`src/rtl/fp_dcmp_pkg.sv`:
```
package fp_dcmp_pkg;
   typedef logic [3:0] cc_t;
   localparam cc_t CC_LT  = 4'b1000;
   localparam cc_t CC_GT  = 4'b0100;
   localparam cc_t CC_EQ  = 4'b0010;
   localparam cc_t CC_UN  = 4'b0001;
   localparam cc_t CC_OFF = 4'b0000;
endpackage

```
`src/rtl/fp_dcmp_classify.sv`:
```
module fp_dcmp_classify #(
   parameter int EXP_W  = 11,
   parameter int FRAC_W = 52,
   localparam int W     = 1 + EXP_W + FRAC_W
) (
   input  logic [W-1:0]   op_i,
   output logic           nan_o,
   output logic           zero_o,
   output logic           neg_o,
   output logic [W-2:0]   mag_o
);
   logic [EXP_W-1:0]  exp_f;
   logic [FRAC_W-1:0] frac_f;

   assign exp_f  = op_i[W-2 -: EXP_W];
   assign frac_f = op_i[FRAC_W-1:0];
   assign neg_o  = op_i[W-1];
   assign mag_o  = op_i[W-2:0];
   assign nan_o  = (&exp_f) && (|frac_f);
   assign zero_o = ~|mag_o;
endmodule

```
`src/rtl/fp_dcmp_order.sv`:
```
module fp_dcmp_order
   import fp_dcmp_pkg::*;
#(
   parameter int MAG_W = 63
) (
   input  logic             a_nan_i,
   input  logic             b_nan_i,
   input  logic             a_zero_i,
   input  logic             b_zero_i,
   input  logic             a_neg_i,
   input  logic             b_neg_i,
   input  logic [MAG_W-1:0] a_mag_i,
   input  logic [MAG_W-1:0] b_mag_i,
   output cc_t              cc_o
);
   logic mag_lt, mag_gt;

   assign mag_lt = a_mag_i < b_mag_i;
   assign mag_gt = a_mag_i > b_mag_i;

   always_comb begin
      if (a_nan_i || b_nan_i)                cc_o = CC_UN;
      else if (a_zero_i && b_zero_i)         cc_o = CC_EQ;
      else if (a_neg_i != b_neg_i)           cc_o = a_neg_i ? CC_LT : CC_GT;
      else if (!mag_lt && !mag_gt)           cc_o = CC_EQ;
      else if (a_neg_i)                      cc_o = mag_gt ? CC_LT : CC_GT;
      else                                   cc_o = mag_lt ? CC_LT : CC_GT;
   end
endmodule

```
`src/rtl/fp_dcmp_status.sv`:
```
module fp_dcmp_status
   import fp_dcmp_pkg::*;
#(
   parameter int STAT_W   = 32,
   parameter int CC_NIB   = 3,
   parameter int EXC_NIB  = 4,
   parameter int AUX_NIB  = 6
) (
   input  logic              valid_i,
   input  logic              ordered_i,
   input  cc_t               cc_i,
   output logic [STAT_W-1:0] set_o,
   output logic [STAT_W-1:0] clr_o
);
   localparam int CC_LSB  = 4 * CC_NIB;
   localparam int EXC_LSB = 4 * EXC_NIB;
   localparam int AUX_LSB = 4 * AUX_NIB;

   initial begin
      assert (STAT_W >= 4 * (AUX_NIB + 1) && STAT_W >= 4 * (EXC_NIB + 1)
              && STAT_W >= 4 * (CC_NIB + 1))
         else $error("status word too narrow for the nibbles used");
      assert (CC_NIB != EXC_NIB && CC_NIB != AUX_NIB && EXC_NIB != AUX_NIB)
         else $error("status nibbles must be distinct");
   end

   logic unord;
   assign unord = (cc_i == CC_UN);

   always_comb begin
      set_o = '0;
      clr_o = '0;
      if (valid_i) begin
         set_o[CC_LSB +: 4] = cc_i;
         clr_o[CC_LSB +: 4] = ~cc_i;
         if (ordered_i) begin
            if (unord) begin
               set_o[EXC_LSB]     = 1'b1;
               set_o[EXC_LSB + 3] = 1'b1;
            end else begin
               clr_o[EXC_LSB]     = 1'b1;
            end
         end else if (unord) begin
            set_o[EXC_LSB] = 1'b1;
            set_o[AUX_LSB] = 1'b1;
         end
      end
   end

   // a bit never appears in both masks
   always_comb begin
      p_disjoint_r8: assert ((set_o & clr_o) == '0);
   end
endmodule

```
`src/rtl/fp_dcmp.sv`:
```
module fp_dcmp
   import fp_dcmp_pkg::*;
#(
   parameter int EXP_W   = 11,
   parameter int FRAC_W  = 52,
   parameter int STAT_W  = 32,
   parameter int CC_NIB  = 3,
   parameter int EXC_NIB = 4,
   parameter int AUX_NIB = 6,
   localparam int W      = 1 + EXP_W + FRAC_W
) (
   input  logic              clk,
   input  logic              rst_n,
   input  logic              valid_i,
   input  logic              ordered_i,
   input  logic [63:0]       a_i,
   input  logic [63:0]       b_i,
   output logic              res_valid_o,
   output logic [3:0]        code_o,
   output logic [STAT_W-1:0] stat_set_o,
   output logic [STAT_W-1:0] stat_clr_o
);
   initial begin
      assert (W == 64) else $error("operand format must total 64 bits");
   end

   logic [1:0]   nan_v, zero_v, neg_v;
   logic [W-2:0] mag_v [2];
   logic [W-1:0] ops   [2];

   assign ops[0] = a_i;
   assign ops[1] = b_i;

   for (genvar k = 0; k < 2; k++) begin : g_cls
      fp_dcmp_classify #(.EXP_W(EXP_W), .FRAC_W(FRAC_W)) u_cls (
         .op_i   (ops[k]),
         .nan_o  (nan_v[k]),
         .zero_o (zero_v[k]),
         .neg_o  (neg_v[k]),
         .mag_o  (mag_v[k])
      );
   end

   cc_t               cc_d;
   logic [STAT_W-1:0] set_d, clr_d;

   fp_dcmp_order #(.MAG_W(W-1)) u_ord (
      .a_nan_i  (nan_v[0]),
      .b_nan_i  (nan_v[1]),
      .a_zero_i (zero_v[0]),
      .b_zero_i (zero_v[1]),
      .a_neg_i  (neg_v[0]),
      .b_neg_i  (neg_v[1]),
      .a_mag_i  (mag_v[0]),
      .b_mag_i  (mag_v[1]),
      .cc_o     (cc_d)
   );

   fp_dcmp_status #(
      .STAT_W(STAT_W), .CC_NIB(CC_NIB), .EXC_NIB(EXC_NIB), .AUX_NIB(AUX_NIB)
   ) u_st (
      .valid_i   (valid_i),
      .ordered_i (ordered_i),
      .cc_i      (cc_d),
      .set_o     (set_d),
      .clr_o     (clr_d)
   );

   always_ff @(posedge clk) begin
      if (!rst_n) begin
         res_valid_o <= 1'b0;
         code_o      <= CC_OFF;
         stat_set_o  <= '0;
         stat_clr_o  <= '0;
      end else begin
         res_valid_o <= valid_i;
         code_o      <= valid_i ? cc_d : code_o;
         stat_set_o  <= set_d;
         stat_clr_o  <= clr_d;
      end
   end

   p_latency_r10: assert property (@(posedge clk) disable iff (!rst_n)
      valid_i |=> res_valid_o);
   p_onehot_r2: assert property (@(posedge clk) disable iff (!rst_n)
      res_valid_o |-> $countones(code_o) == 1);
   p_quiet_idle_r9: assert property (@(posedge clk) disable iff (!rst_n)
      !res_valid_o |-> (stat_set_o == '0 && stat_clr_o == '0));
   p_nan_code_r1: assert property (@(posedge clk) disable iff (!rst_n)
      (valid_i && (nan_v != 2'b00)) |=> code_o == CC_UN);
   p_quiet_noclr_r7: assert property (@(posedge clk) disable iff (!rst_n)
      (valid_i && !ordered_i) |=> stat_clr_o[4*EXC_NIB] == 1'b0);
endmodule

```
`config.mk`:
```
export PLATFORM = sky130hd
export DESIGN_NAME = fp_dcmp
export DESIGN_NICKNAME = d
export VERILOG_FILES = /design/src/rtl/fp_dcmp_pkg.sv /design/src/rtl/fp_dcmp_classify.sv /design/src/rtl/fp_dcmp_order.sv /design/src/rtl/fp_dcmp_status.sv /design/src/rtl/fp_dcmp.sv
export SDC_FILE = /design/constraint.sdc
export NUM_CORES = 1
export LEC_CHECK = 0
export ABC_AREA = 0
export BUFFER_PORTS_ARGS = -buffer_cell sky130_fd_sc_hd__buf_2
export CORE_MARGIN = 2
export CORE_UTILIZATION = 46
export CTS_CLUSTER_SIZE = 16
export DETAILED_ROUTE_END_ITERATION = 12
export PLACE_DENSITY = 0.92
export SETUP_SLACK_MARGIN = 0.2
export SYNTH_ARGS = -nofsm -noshare
export SYNTH_HDL_FRONTEND = slang
export SYNTH_SLANG_ARGS = --single-unit
export TNS_END_PERCENT = 5
```
`constraint.sdc`:
```
create_clock -name clk -period 3.27 [get_ports clk]
set_clock_uncertainty 0.1 [all_clocks]
set_input_delay 0 -clock clk [delete_from_list [all_inputs] [get_ports clk]]
set_output_delay 0 -clock clk [all_outputs]
set_load 0.005 [all_outputs]
```
; Yosys cells after proc, flatten, opt, wreduce, memory -nomap -nowiden
; Index checks and enable logic that the tools add are counted.
[op_classes]
order_cmp = 2
n_shift = 0
n_div = 0
multipliers = 0
mux = 10
n_addsub = 0
reduce_logical = 18
eq_ne = 2
bitwise_logic = 3
[ops]
columns = cell, n
row1 = 63-bit OR reduction, 2
row2 = 52-bit OR reduction, 2
row3 = 63-bit greater-than comparator, 1
row4 = 63-bit less-than comparator, 1
row5 = 4-bit two-way mux, 8
row6 = 11-bit AND reduction, 2
row7 = 4-bit by 1-bit == test with 1-bit output (second input constant), 1
row8 = 1-bit logical AND, 4
row9 = 1-bit logical NOT, 4
row10 = 4-bit inverter, 1
row11 = 3-bit AND reduction, 1
row12 = 3-bit OR reduction, 1
row13 = 1-bit two-way mux, 2
row14 = 1-bit inverter, 2
row15 = 2-bit AND reduction, 1
row16 = 1-bit logical OR, 1
row17 = 1-bit != test, 1
[word_totals]
ramBits = 0
wordCells = 44
register_bits = 69
n_memories = 0
latchBits = 0
output_inout_bits = 69
mem_bits_ro = 0

; Depth between registers and ports, before layout
[depth]
ltp_word = 9
depth_mapped = 9

; Hierarchy
; From an unflattened synthesis, not the netlist that was laid out.
[hier_totals]
cells_unflattened = 647
hier_area_um2 = 5527.8
[by_module_without_submodules]
columns = mod, instances, area_each_um2, cells_each, seq_area_each_um2
row1 = fp_dcmp, 1, 1920.6, 150, 1381.3
row2 = fp_dcmp_order, 1, 1793.0, 249, 0.0
row3 = fp_dcmp_classify, 2, 651.9, 90, 0.0
row4 = fp_dcmp_status, 1, 510.5, 68, 0.0

; Least setup slack after synthesis
; No wires, ideal clock.
[synth_path]
kind = input-to-reg
startpoint = input b_i[61]
endpoint = register stat_clr_o[15]
setup_slack_ps = 1222
required_time_ps = 3050
setup_ps = 120
t_arrival_ps = 1829
cell_stages = 9
path_buffers = 0
path_cell_list = inv_1 -> ha_1 -> a21oi_2 -> nand2_1 -> a221o_1 -> a211o_1 -> nor4_4 -> nor3_1 -> o31a_1
[synth_via]
elab_chain_cells = 8
[synth_rtl]
columns = element, line_no
row1 = start: declaration, fp_dcmp.sv:17  ; input logic [63:0] b_i,
row2 = 63-bit less-than comparator or 63-bit greater-than comparator (tied branches), "fp_dcmp_order.sv:18, fp_dcmp_order.sv:19"
row3 = 4-bit two-way mux (tied with other cells), fp_dcmp_order.sv:27  ; else cc_o = mag_lt ? CC_LT : CC_GT;
row4 = 4-bit two-way mux or 1-bit logical AND (tied branches), "fp_dcmp_order.sv:26, fp_dcmp_order.sv:25"
row5 = 4-bit two-way mux, fp_dcmp_order.sv:25  ; else if (!mag_lt && !mag_gt) cc_o = CC_EQ;
row6 = 4-bit two-way mux, fp_dcmp_order.sv:24  ; else if (a_neg_i != b_neg_i) cc_o = a_neg_i ? CC_LT : CC_GT;
row7 = 4-bit two-way mux, fp_dcmp_order.sv:23  ; else if (a_zero_i && b_zero_i) cc_o = CC_EQ;
row8 = 4-bit two-way mux (*), fp_dcmp_order.sv:22  ; if (a_nan_i || b_nan_i) cc_o = CC_UN;
row9 = 4-bit inverter (*), fp_dcmp_status.sv:35  ; clr_o[CC_LSB +: 4] = ~cc_i;
row10 = end signal: assignment, fp_dcmp.sv:79  ; stat_clr_o <= clr_d;
row11 = end: declaration, fp_dcmp.sv:21  ; output logic [STAT_W-1:0] stat_clr_o
; Every way passes the cells marked *; elsewhere a longest branch is shown, timed or not.
; A chain may end at the register's enable or synchronous reset.

; Worst setup path after layout
[layout_path]
startpoint = input b_i[52]
endpoint = register stat_clr_o[15]
; Same word-level chain as after synthesis.

==> flow_results.org <==
** CTS
- Maximum clock path buffer count :: 2
- Clock tree sinks :: 17
- In this run, CTS created clock tree buffers numbering 3.
- Post-CTS setup buffer count :: 0
- CTS built an H-tree with a depth of 1.
- TritonCTS clock tree :: yes
- Root buffer selected by CTS :: sky130_fd_sc_hd__clkbuf_8
- Latest clock arrival within the worst-skew pair :: 0.25 ns
- After clock tree synthesis, the clock-pin slew on the worst setup and hold paths is 0.06 ns.

** Run
- Count of max-cap constraint violations :: 0

** Critical path
- Among all stages on the critical path, the largest delay is contributed by sky130_fd_sc_hd__nor4_4.
- Required time at the worst-slack endpoint :: 3.31 ns
- Kind of cell adding the most delay to the critical path :: compound AO/OA/AOI/OAI gates
- The worst register-to-register path has a depth of 1.
- Largest fanout of any net on the critical path :: 8
- Sum of buffers and inverters on the critical path :: 2
- Largest stage delay on the critical path :: 0.42 ns
- The setup check on the worst reg-to-reg path leaves a slack of 2.57 ns.
- STA classifies the critical path startpoint as an input port.
- The signal on the critical path passes through buf_2, inv_1, ha_1, a21oi_1, o21ai_0, a221o_1, a211o_1, nor4_4, nor3_1, o31a_1.
- The critical path is of the input port to flip-flop type.
- In this run the critical register-to-register path is launched from code_o[0].
- In this run the critical register-to-register path is captured at code_o[0].
- Arrival time at the worst endpoint :: 2.18 ns
- STA classifies the critical path endpoint as a flip-flop.

** Power
- NetSw :: 0.000270 W
- Clock group share of total power :: 0.208
- The analysis attributes to cell leakage a power of 2.06 nW.
- Part of the total power dissipated in sequential elements :: 0.298
- Of the total power, the share spent switching nets is 0.368.
- Internal Dissipation :: 0.000463 W
- Power per unit of standard cell area :: 202 nW/um^2
- Peak supply drop :: 0.287 mV
- Combinational group share of total power :: 0.493

** Floorplanning
- Top-level I/O count :: 201
- The floorplan step defined a die boundary enclosing 7000 sq um.
- Width of the die :: 83.7 um
- The floorplan step defined a core boundary enclosing 6240 sq um.
- Measured along the y axis, the die boundary spans 83.7 um.
- For this configuration, the core starts out at a cell density of 0.468.
- Number of rows in the core area :: 29

** Placed design
- Final estimated routing congestion in global placement :: 0.968
- In this run the tool buffered the top-level ports with 148 buffer cells.
- HPWL after DPL :: 8.20 mm

** Drt
- After detailed routing, the number of vias per cell comes to 5.24.
- For this block, the initial DRC count from the detailed router was 68.
- In the routed design, unresolved DRC markers number 0.
- The routed design has 9.08 mm of wire.
- The first detailed-routing pass ran for 5 iterations.
- Total number of vias :: 3271
- The detail route stage leaves a number of antenna-violating nets equal to 0.
- Average routed wire per standard cell :: 14.5 um

** Synthesis
- Most frequently used flop master after synthesis :: sky130_fd_sc_hd__dfxtp_1
- After synthesis, the mean cell area works out to 7.43 sq um.
- The Yosys step of the flow raised 0 warnings.
- In this run, synthesis produced a sequential element count of 17.
- Of the synthesized area, sequential elements account for 0.116.
- Post-synthesis cell area :: 2920 sq um
- Counting distinct cell types in the post-synthesis netlist gives 41.
- Share of synthesized registers carrying an async set or reset :: 0
- Counting every instance in the synthesized netlist gives 393.
- Counting flops with a built-in enable in the synthesized netlist gives 0.

** STA
- Total of endpoints with negative setup slack in the final report :: 0
- Based on the critical path, the design can be clocked at up to 0.467 GHz.
- In this run the tightest slew margin relative to its limit is 0.598.
- The number of hold violations in the final report came to 0.
- Of the available clock period, the critical path in the final layout requires 0.655.
- Smallest hold slack :: 0.0296 ns
- Setup TNS after final layout :: 0 ns
- The count of final max-slew check failures came to 0.
- At the pin with the least slew margin, the transition time is 0.598 ns.
- Time the worst path needs with I/O delays and setup :: 2.14 ns
- Setup repair after global routing left no endpoint under its margin.

** GRT
- After global routing the overflow that remains totals 0.
- Across every metal layer, demand over resource in global routing totals 0.252.
- The first global-routing pass estimated 14.6 mm of wire.
- The number of antenna violations at the first check in global routing is 0.
- The number of global-route vias before repair came to 3170.
- Entering global routing, the biggest net connects 10 pins.

** Hold path
- Counting instances, the worst hold path has a depth of 3.
- For hold timing, the worst endpoint is code_o[3].
- The startpoint identified for the worst hold timing path is b_i[63].
- Hold Path Class :: input port to flip-flop

** Finish
- In the final layout, the multi-input gates occupy 2130 sq um.
- Layout cells sized above 1 :: 0.291
- At the end of the flow, the number of nets in the layout was 743.
- Area growth syn-to-layout :: 24.4%
- Fill cell total of the finished layout :: 615
- The sequential cells in the finished layout cover a total of 340 sq um.
- Total inserted antenna cells :: 0

** Outcome
- The run finished with clean final reports.
[cells by family (layout without fill, tap and decap cells)]
logic type               Yosys count  in the layout  share of synthesized area
other                              1             52                    0.00128
AND/OR/NAND/NOR                  129            129                      0.251
buffers and inverters            118            221                      0.218
XOR/XNOR                           1              1                    0.00300
AO/OA/AOI/OAI                     64             64                      0.140
adder cells (fa/ha/maj)           63             63                      0.270
flip-flops                        17             17                      0.116
[layout by cell type, fill, tap and decap left out, types with 2 or more instances in the layout]
cell type                       count
sky130_fd_sc_hd__nand4_1           25
sky130_fd_sc_hd__a21oi_2            2
sky130_fd_sc_hd__inv_1             66
sky130_fd_sc_hd__and4_1             3
sky130_fd_sc_hd__dlygate4sd3_1      3
sky130_fd_sc_hd__nor2_1            13
sky130_fd_sc_hd__clkbuf_8           3
sky130_fd_sc_hd__o21ai_1            3
sky130_fd_sc_hd__o21ai_0           10
sky130_fd_sc_hd__nor3_1             7
sky130_fd_sc_hd__nand3_1           12
sky130_fd_sc_hd__and3_1             2
sky130_fd_sc_hd__a21oi_1           26
sky130_fd_sc_hd__nand3b_1           4
sky130_fd_sc_hd__o21a_1             2
sky130_fd_sc_hd__a221oi_1           2
sky130_fd_sc_hd__nor4_1            36
sky130_fd_sc_hd__and2_1             2
sky130_fd_sc_hd__buf_2            148
sky130_fd_sc_hd__nand2_1           21
sky130_fd_sc_hd__conb_1            52
sky130_fd_sc_hd__o31ai_1            3
sky130_fd_sc_hd__ha_1              63
sky130_fd_sc_hd__o31a_1             2
sky130_fd_sc_hd__dfxtp_1           17
sky130_fd_sc_hd__a211oi_1           2
[what timing repair did]
item	CTS	global route
gates resized for setup	0	0
hold buffers	3	0
hold endpoints to repair	7	0
[Yosys cell counts, types with 3 or more instances]
cell type | number | share of area
sky130_fd_sc_hd__o21ai_0 | 10 | 0.017
sky130_fd_sc_hd__o21ai_1 | 3 | 0.0051
sky130_fd_sc_hd__nand3b_1 | 4 | 0.010
sky130_fd_sc_hd__nor3_1 | 7 | 0.012
sky130_fd_sc_hd__ha_1 | 63 | 0.27
sky130_fd_sc_hd__nand3_1 | 12 | 0.021
sky130_fd_sc_hd__nand4_1 | 25 | 0.054
sky130_fd_sc_hd__inv_1 | 66 | 0.085
sky130_fd_sc_hd__buf_4 | 52 | 0.13
sky130_fd_sc_hd__nor2_1 | 13 | 0.017
sky130_fd_sc_hd__nand2_1 | 21 | 0.027
sky130_fd_sc_hd__dfxtp_1 | 17 | 0.12
sky130_fd_sc_hd__a21oi_1 | 26 | 0.045
sky130_fd_sc_hd__and4_1 | 3 | 0.0090
sky130_fd_sc_hd__o31ai_1 | 3 | 0.0077
sky130_fd_sc_hd__nor4_1 | 36 | 0.077
[area by class of cell]
type / instances / area share
multi-input combinational: 309 / 0.587
timing repair buffer: 151 / 0.212
sequential: 17 / 0.0936
inverter: 66 / 0.0682
tap: 77 / 0.0265
clock buffer: 4 / 0.0124
[state kept, by name (all words and copies together), names as in the netlist]
name         count
stat_set_o       7
res_valid_o      1
code_o           4
stat_clr_o       5
[tightest hold or removal path: cells and delay by family]
family          cells  cell delay, ns
compound gates      2            0.23
buf+inv             1            0.11
[how the worst max path moves through the flow]
stage	start	cells after the start	slack (ns)	endpoint
6_report	b_i[52]	10	1.13	stat_clr_o[15]
5_1_grt	b_i[46]	10	0.97	stat_clr_o[15]
4_1_cts	b_i[52]	10	1.12	stat_clr_o[15]
3_5_place_dp	b_i[52]	10	0.87	stat_clr_o[15]
3_3_place_gp	b_i[46]	10	0.88	stat_clr_o[15]
2_1_floorplan	b_i[61]	9	1.22	stat_clr_o[15]
[metal layers]
layer,part of all wire,wire length (um),GRT usage,vias to the layer above
met5,0,0,0,-
met4,0.012,112,0.0543,0
li1,-,-,-,1631
met1,0.40,3600,0.290,1494
met3,0.073,659,0.0336,9
met2,0.52,4700,0.489,137
[metrics by stage]
step	util	power, W	setup slack (ns)	instance area [sq um]	instances
CTS	0.582	0.000730	1.12	3630	624
detailed placement	0.570	0.000578	0.871	3560	617
global placement	0.570	0.000562	0.879	3560	617
floorplan	-	0.000454	1.22	3110	444
finish	0.582	0.000733	1.13	3630	624
global route	0.582	0.000795	0.969	3630	624
[power groups by stage]
stage,Clock (W),Sequential (W),Combinational (W)
after detailed placement,0,0.000223,0.000355
final,0.000153,0.000219,0.000362
after global routing,0.000164,0.000219,0.000411
after floorplan,0,0.000224,0.000230
after CTS,0.000152,0.000219,0.000360
after global placement,0,0.000223,0.000340
Note: power is estimated with default switching activity, not from simulation.
